[config.mk]
export PLATFORM = sky130hd
export DESIGN_NAME = legacy_mem_decoder
export DESIGN_NICKNAME = d
export VERILOG_FILES = /design/src/rtl/lmad_pkg.sv /design/src/rtl/lmad_cfg_regs.sv /design/src/rtl/lmad_region_sel.sv /design/src/rtl/lmad_route.sv /design/src/rtl/legacy_mem_decoder.sv
export SDC_FILE = /design/constraint.sdc
export NUM_CORES = 1
export LEC_CHECK = 0
export BUFFER_PORTS_ARGS = -buffer_cell sky130_fd_sc_hd__buf_2
export CAP_MARGIN = 15
export CORE_MARGIN = 2
export CORE_UTILIZATION = 53
export DETAILED_ROUTE_END_ITERATION = 12
export PLACE_DENSITY = 0.83
export SYNTH_ARGS = -nofsm -noshare
export SYNTH_HDL_FRONTEND = slang
export SYNTH_SLANG_ARGS = --single-unit
[constraint.sdc]
create_clock -name clk -period 4.4 [get_ports clk]
set_input_delay 0.22 -clock clk [delete_from_list [all_inputs] [get_ports clk]]
set_output_delay 0.22 -clock clk [all_outputs]
set_load 0.02 [all_outputs]
[src/rtl/lmad_pkg.sv]
package lmad_pkg;

    // 2-bit shadow region access mode
    typedef enum logic [1:0] {
        MODE_PCI_A = 2'd0,
        MODE_RD_ONLY = 2'd1,
        MODE_PCI_B = 2'd2,
        MODE_RD_WR = 2'd3
    } pam_mode_e;

    typedef enum logic [1:0] {
        ZONE_NONE  = 2'd0,
        ZONE_SMWIN = 2'd1,
        ZONE_PAM   = 2'd2
    } zone_e;

    typedef struct packed {
        logic to_ram;
        logic to_pci;
        logic wr_blocked;
        logic pass;
    } route_t;

    localparam route_t ROUTE_IDLE = '{to_ram: 1'b0, to_pci: 1'b0, wr_blocked: 1'b0, pass: 1'b1};

    // address map of the decoded area (in 64 KB segments / 16 KB blocks)
    localparam logic [3:0] SEG_SMWIN_LO = 4'hA;
    localparam logic [3:0] SEG_SMWIN_HI = 4'hB;
    localparam logic [3:0] SEG_PAM_LO   = 4'hC;
    localparam logic [3:0] SEG_TOP      = 4'hF;
    localparam logic [5:0] BLK_PAM_BASE = 6'h30;

    // management control byte fields
    localparam int SMW_OPEN_BIT = 6;
    localparam int SMW_EN_BIT   = 3;

endpackage

[src/rtl/lmad_cfg_regs.sv]
module lmad_cfg_regs #(
    parameter int         OFF_W      = 8,
    parameter int         NUM_BYTES  = 7,
    parameter logic [7:0] PAM_BASE   = 8'h59,
    parameter logic [7:0] SMW_OFF    = 8'h72,
    parameter logic [7:0] SMW_RST    = 8'h02
) (
    input  logic                        clk,
    input  logic                        rst_n,
    input  logic                        cfg_we,
    input  logic [OFF_W-1:0]            cfg_off,
    input  logic [7:0]                  cfg_wdata,
    output logic [NUM_BYTES-1:0][7:0]   pam_bytes,
    output logic [7:0]                  smw_byte
);

    typedef struct packed {
        logic [NUM_BYTES-1:0][7:0] pam;
        logic [7:0]                smw;
    } cfg_t;

    cfg_t st_d, st_q;

    always_comb begin
        st_d = st_q;
        if (cfg_we) begin
            for (int i = 0; i < NUM_BYTES; i++) begin
                if (cfg_off == OFF_W'(int'(PAM_BASE) + i)) begin
                    st_d.pam[i] = cfg_wdata;
                end
            end
            if (cfg_off == OFF_W'(SMW_OFF)) begin
                st_d.smw = cfg_wdata;
            end
        end
    end

    always_ff @(posedge clk) begin
        if (!rst_n) begin
            st_q.pam <= '0;
            st_q.smw <= SMW_RST;
        end else begin
            st_q <= st_d;
        end
    end

    assign pam_bytes = st_q.pam;
    assign smw_byte  = st_q.smw;

    AST_CFG_IGNORED: assert property (@(posedge clk) disable iff (!rst_n)
        (cfg_we && (int'(cfg_off) < int'(PAM_BASE) || int'(cfg_off) >= int'(PAM_BASE) + NUM_BYTES)
                && cfg_off != OFF_W'(SMW_OFF)) |=> $stable(st_q));

endmodule

[src/rtl/lmad_region_sel.sv]
module lmad_region_sel
    import lmad_pkg::*;
#(
    parameter int ADDR_W      = 32,
    parameter int NUM_LOW_REG = 12,
    localparam int NUM_BYTES  = 1 + (NUM_LOW_REG + 1) / 2,
    localparam int NUM_REG    = NUM_LOW_REG + 1,
    localparam int IDX_W      = $clog2(NUM_REG)
) (
    input  logic [ADDR_W-1:0]           addr,
    input  logic [NUM_BYTES-1:0][7:0]   pam_bytes,
    output zone_e                       zone,
    output pam_mode_e                   mode
);

    logic [NUM_REG-1:0][1:0] mode_tab;

    // region 0 is the top 64 KB segment, regions 1.. are the 16 KB blocks
    assign mode_tab[0] = pam_bytes[0][5:4];

    generate
        for (genvar k = 0; k < NUM_LOW_REG; k++) begin : g_low
            assign mode_tab[k+1] = pam_bytes[1 + k/2][(k%2)*4 +: 2];
        end
    endgenerate

    logic             hi_zero;
    logic [3:0]       seg;
    logic [5:0]       blk_off;
    logic [IDX_W-1:0] reg_idx;

    always_comb begin
        hi_zero = (addr[ADDR_W-1:20] == '0);
        seg     = addr[19:16];
        blk_off = addr[19:14] - BLK_PAM_BASE;
        reg_idx = (seg == SEG_TOP) ? '0 : IDX_W'(blk_off + 6'd1);

        zone = ZONE_NONE;
        mode = MODE_PCI_A;
        if (hi_zero) begin
            if (seg == SEG_SMWIN_LO || seg == SEG_SMWIN_HI) begin
                zone = ZONE_SMWIN;
            end else if (seg >= SEG_PAM_LO) begin
                zone = ZONE_PAM;
                if (int'(reg_idx) < NUM_REG) begin
                    mode = pam_mode_e'(mode_tab[reg_idx]);
                end
            end
        end
    end

endmodule

[src/rtl/lmad_route.sv]
module lmad_route
    import lmad_pkg::*;
(
    input  zone_e       zone,
    input  pam_mode_e   mode,
    input  logic        acc_wr,
    input  logic        acc_smm,
    input  logic [7:0]  smw_byte,
    output route_t      route
);

    always_comb begin
        route = '0;
        unique case (zone)
            ZONE_SMWIN: begin
                if (smw_byte[SMW_OPEN_BIT] || (acc_smm && smw_byte[SMW_EN_BIT])) begin
                    route.to_ram = 1'b1;
                end else begin
                    route.to_pci = 1'b1;
                end
            end
            ZONE_PAM: begin
                unique case (mode)
                    MODE_RD_WR:   route.to_ram = 1'b1;
                    MODE_RD_ONLY: begin
                        if (acc_wr) route.wr_blocked = 1'b1;
                        else        route.to_ram     = 1'b1;
                    end
                    default:      route.to_pci = 1'b1;
                endcase
            end
            default: route.pass = 1'b1;
        endcase
    end

endmodule

[src/rtl/legacy_mem_decoder.sv]
module legacy_mem_decoder
    import lmad_pkg::*;
#(
    parameter int         ADDR_W      = 32,
    parameter int         OFF_W       = 8,
    parameter int         NUM_LOW_REG = 12,
    parameter logic [7:0] PAM_BASE    = 8'h59,
    parameter logic [7:0] SMW_OFF     = 8'h72,
    parameter logic [7:0] SMW_RST     = 8'h02,
    localparam int        NUM_BYTES   = 1 + (NUM_LOW_REG + 1) / 2
) (
    input  logic              clk,
    input  logic              rst_n,
    input  logic              cfg_we,
    input  logic [OFF_W-1:0]  cfg_off,
    input  logic [7:0]        cfg_wdata,
    input  logic [ADDR_W-1:0] acc_addr,
    input  logic              acc_wr,
    input  logic              acc_smm,
    output logic              dec_to_ram,
    output logic              dec_to_pci,
    output logic              dec_wr_blocked,
    output logic              dec_pass
);

    logic [NUM_BYTES-1:0][7:0] pam_bytes;
    logic [7:0]                smw_byte;
    zone_e                     zone;
    pam_mode_e                 mode;
    route_t                    dec_d, dec_q;

    lmad_cfg_regs #(
        .OFF_W     (OFF_W),
        .NUM_BYTES (NUM_BYTES),
        .PAM_BASE  (PAM_BASE),
        .SMW_OFF   (SMW_OFF),
        .SMW_RST   (SMW_RST)
    ) i_cfg (
        .clk       (clk),
        .rst_n     (rst_n),
        .cfg_we    (cfg_we),
        .cfg_off   (cfg_off),
        .cfg_wdata (cfg_wdata),
        .pam_bytes (pam_bytes),
        .smw_byte  (smw_byte)
    );

    lmad_region_sel #(
        .ADDR_W      (ADDR_W),
        .NUM_LOW_REG (NUM_LOW_REG)
    ) i_sel (
        .addr      (acc_addr),
        .pam_bytes (pam_bytes),
        .zone      (zone),
        .mode      (mode)
    );

    lmad_route i_route (
        .zone     (zone),
        .mode     (mode),
        .acc_wr   (acc_wr),
        .acc_smm  (acc_smm),
        .smw_byte (smw_byte),
        .route    (dec_d)
    );

    always_ff @(posedge clk) begin
        if (!rst_n) dec_q <= ROUTE_IDLE;
        else        dec_q <= dec_d;
    end

    assign dec_to_ram     = dec_q.to_ram;
    assign dec_to_pci     = dec_q.to_pci;
    assign dec_wr_blocked = dec_q.wr_blocked;
    assign dec_pass       = dec_q.pass;

    AST_ONE_RESULT: assert property (@(posedge clk) disable iff (!rst_n)
        $countones({dec_to_ram, dec_to_pci, dec_wr_blocked, dec_pass}) == 1);

    AST_BLOCK_ON_WRITE: assert property (@(posedge clk) disable iff (!rst_n)
        dec_wr_blocked |-> $past(acc_wr));

    AST_PASS_OUTSIDE: assert property (@(posedge clk) disable iff (!rst_n)
        (dec_pass && $past(rst_n)) |->
            ($past(acc_addr) < ADDR_W'(32'hA0000) || $past(acc_addr) >= ADDR_W'(32'h100000)));

    AST_SMWIN_SHUT: assert property (@(posedge clk) disable iff (!rst_n)
        ($past(rst_n) && $past(acc_addr[ADDR_W-1:17]) == (ADDR_W-17)'(5)
            && !$past(smw_byte[SMW_OPEN_BIT]) && !$past(acc_smm)) |-> !dec_to_ram);

endmodule

==> qor.yml <==
outcome:
  status: "completed"
logic_synthesis:
  yosysWarningCount: 0
  yosys-top-cells-area: "dfxtp_1, mux2i_1, nor2b_1"
  synth_nets: 242
  yosysSeqAreaShare_pct: 36.16
  synthTopCellsByCount: "mux2i_1, dfxtp_1, nor2b_1"
  async_flop_share_pct: 0
  ys.flop_type: "dfxtp_1"
  synth_edf_count: 0
  synthDistinctLibCells: 44
  ys_seq_elements: 32
  synth_top_area_share_pct: 36.16
  synth_most_common_cell: "mux2i_1"
  yosysTopAreaCell: "dfxtp_1"
  synth_cells: 186
  synth_area_per_cell_um2: 9.525
  syn_area_um2: 1772
global_route:
  grt_pass1_wl_mm: 5.975
  grt_max_degree: 31
  grt_usage_pct: 21.48
  top_usage_layer: "met2"
  antenna_found_initial: 0
  overflow: 0
  use_met2_pct: 32.33
  grt_pass1_vias: 1237
  met1_usage_pct: 29.55
  use_met3_pct: 7.453
sta:
  setup_viol: 0
  maxSlewViolCount: 0
  finClkSkew_ns: 0.004242
  grt_setup_unrepaired: "false"
  fin_setup_tns_ns: 0
  hold_viol: 0
  max_freq_mhz: 466.0
  max_slew_margin_pct: 56.92
  period_minus_slack_ns: 2.146
  min_period_over_period_pct: 48.77
  tightest_slew_ns: 0.6448
worst_setup_path:
  critPathBufInv: 2
  cp.required_ns: 4.66
  cp.arrival_ns: 2.40
  crit_type: "input pin to flop"
  path_cells: "buf_2, ha_1, inv_1, a21oi_2, o221ai_1, and3b_1, or4_1, o31ai_2"
  cp_max_fo: 15
  r2r_slack_ns: 2.75
  crit_path_end_kind: "flop"
  worstSetupStartpointType: "input pin"
  cp_slowest_stage_delay_ns: 0.52
  crit_slowest_cell: "ha_1"
  critical_path.top_delay_family: "compound AO/OA/AOI/OAI gates"
drt:
  firstDrtPassIters: 4
  drt_iter0_drc: 33
  via_count: 1459
  viasPerCell: 5.464
  drc_errors: 0
  wl_per_cell_um: 13.99
  routed_wl_mm: 3.734
  ant_nets: 0
die:
  ios: 57
  fp.dieH_um: 61.82
  initial_utilization_pct: 56.64
  core-area_um2: 3128
  rows: 20
  dieArea_um2: 3821
  die_w_um: 61.82
placement:
  place.gp.congestion: 0.8384
  dpl_cell_area_um2: 1987
  dp_hpwl_mm: 2.808
  portBuffers: 40
layout:
  final_net_count: 279
  layout-area-overhead-vs-synth_pct: 14.76
  drive_above_1_share_pct: 23.32
  final_area_um2: 2033
  diodes: 0
cts:
  cts_tree: "done"
  cts_buffer_depth: 2
  cts_buffers: 5
  clk_latency_ns: 0.33
  cts-hold-fix-buffers: 0
  clk_pin_slew_worst_paths_ns: 0.09
  h-tree-depth: 2
  cts_resized: 0
  post_cts_buffers: 0
  cts.sinks: 32
  root_buffer: "clkbuf_4"
flow_run:
  cap_violations: 0
power_and_ir_drop:
  leakage_nw: 0.8680
  peakVddDrop_uv: 211.3
  p_per_area_nw_per_um2: 257.5
min_path:
  hold_path_class: "input pin to flop"
## metrics by stage
| step | util [%] | setup slack, ns | instances | power (W) | hold WS (ns) |
|---|---|---|---|---|---|
| 2_1_floorplan | - | 2.341 | 186 | 0.0003466 | 0.3862 |
| 3_3_place_gp | 63.52 | 1.975 | 260 | 0.0003754 | 0.4850 |
| 3_5_place_dp | 63.52 | 1.942 | 260 | 0.0003768 | 0.4881 |
| 4_1_cts | 65.00 | 2.289 | 267 | 0.0005286 | 0.1417 |
| 5_1_grt | 65.00 | 2.133 | 267 | 0.0005487 | 0.1553 |
| 6_report | 65.00 | 2.254 | 267 | 0.0005235 | 0.1435 |
## cell families (layout without fill, tap and decap cells)
group | after synthesis | in the layout | share of synthesized area [%]
multiplexers | 33 | 33 | 18.64
XOR/XNOR | 1 | 1 | 0.4944
adder cells (fa/ha/maj) | 3 | 3 | 2.119
buffers and inverters | 16 | 53 | 3.531
AND/OR/NAND/NOR | 74 | 74 | 25.85
flip-flops | 32 | 32 | 36.16
AO/OA/AOI/OAI | 27 | 27 | 13.21
## metal layers
metal / share of wire (%) / vias to the layer above
li1: - / 755
met1: 47 / 658
met2: 46 / 39
met3: 5.7 / 7
met4: 1.3 / 0
met5: 0 / -
## tightest hold or removal path: stages
cell and delay [ns]:
buf_2 0.07, mux2i_1 0.05, nor2b_1 0.09
## flip-flops by register name (all words and copies together) (netlist names)
| name | cells |
|---|---|
| dec_wr_blocked | 1 |
| dec_to_pci | 1 |
| dec_pass | 1 |
| dec_to_ram | 1 |
| i_cfg.smw_byte | 2 |
| i_cfg.pam_bytes | 26 |
## worst paths after layout
path / start / to / cells past startpoint
max: acc_addr[14] / dec_to_ram$_SDFF_PN0_ / 8
min: cfg_wdata[6] / i_cfg.smw_byte[6]$_SDFFE_PN0P_ / 3
max reg2reg: i_cfg.pam_bytes[44]$_SDFFE_PN0P_ / dec_to_ram$_SDFF_PN0_ / 6
min reg2reg: i_cfg.pam_bytes[16]$_SDFFE_PN0P_ / i_cfg.pam_bytes[16]$_SDFFE_PN0P_ / 2
## layout by cell type, fill, tap and decap left out, types with 4 or more instances in the layout
cell type | netlist | layout
buf_2 | 2 | 40
nor3_1 | 4 | 4
nand3_1 | 6 | 6
nor2b_1 | 29 | 29
mux2i_1 | 33 | 33
o221ai_1 | 4 | 4
nor3b_1 | 4 | 4
nand2_1 | 7 | 7
a21oi_1 | 7 | 7
clkbuf_4 | 0 | 5
dfxtp_1 | 32 | 32
inv_1 | 6 | 6
## area by class of cell
| class | instances | area (um^2) |
|---|---|---|
| repair buffers | 40 | 200.2 |
| clock inverters | 1 | 5.005 |
| clock buffers | 6 | 41.29 |
| well taps | 44 | 55.05 |
| flip-flops and latches | 32 | 640.6 |
| fillers | 290 | 1095 |
| inverters | 6 | 22.52 |
| multi-input cells | 138 | 1069 |
## power breakdown
group	internal, W	leakage [nW]	switching, W
logic	0.0000369	0.582	0.0000442
registers	0.000290	0.258	0.000000173
clock network	0.0000587	0.0281	0.0000940
No activity file was read; power rests on OpenSTA's default activity.
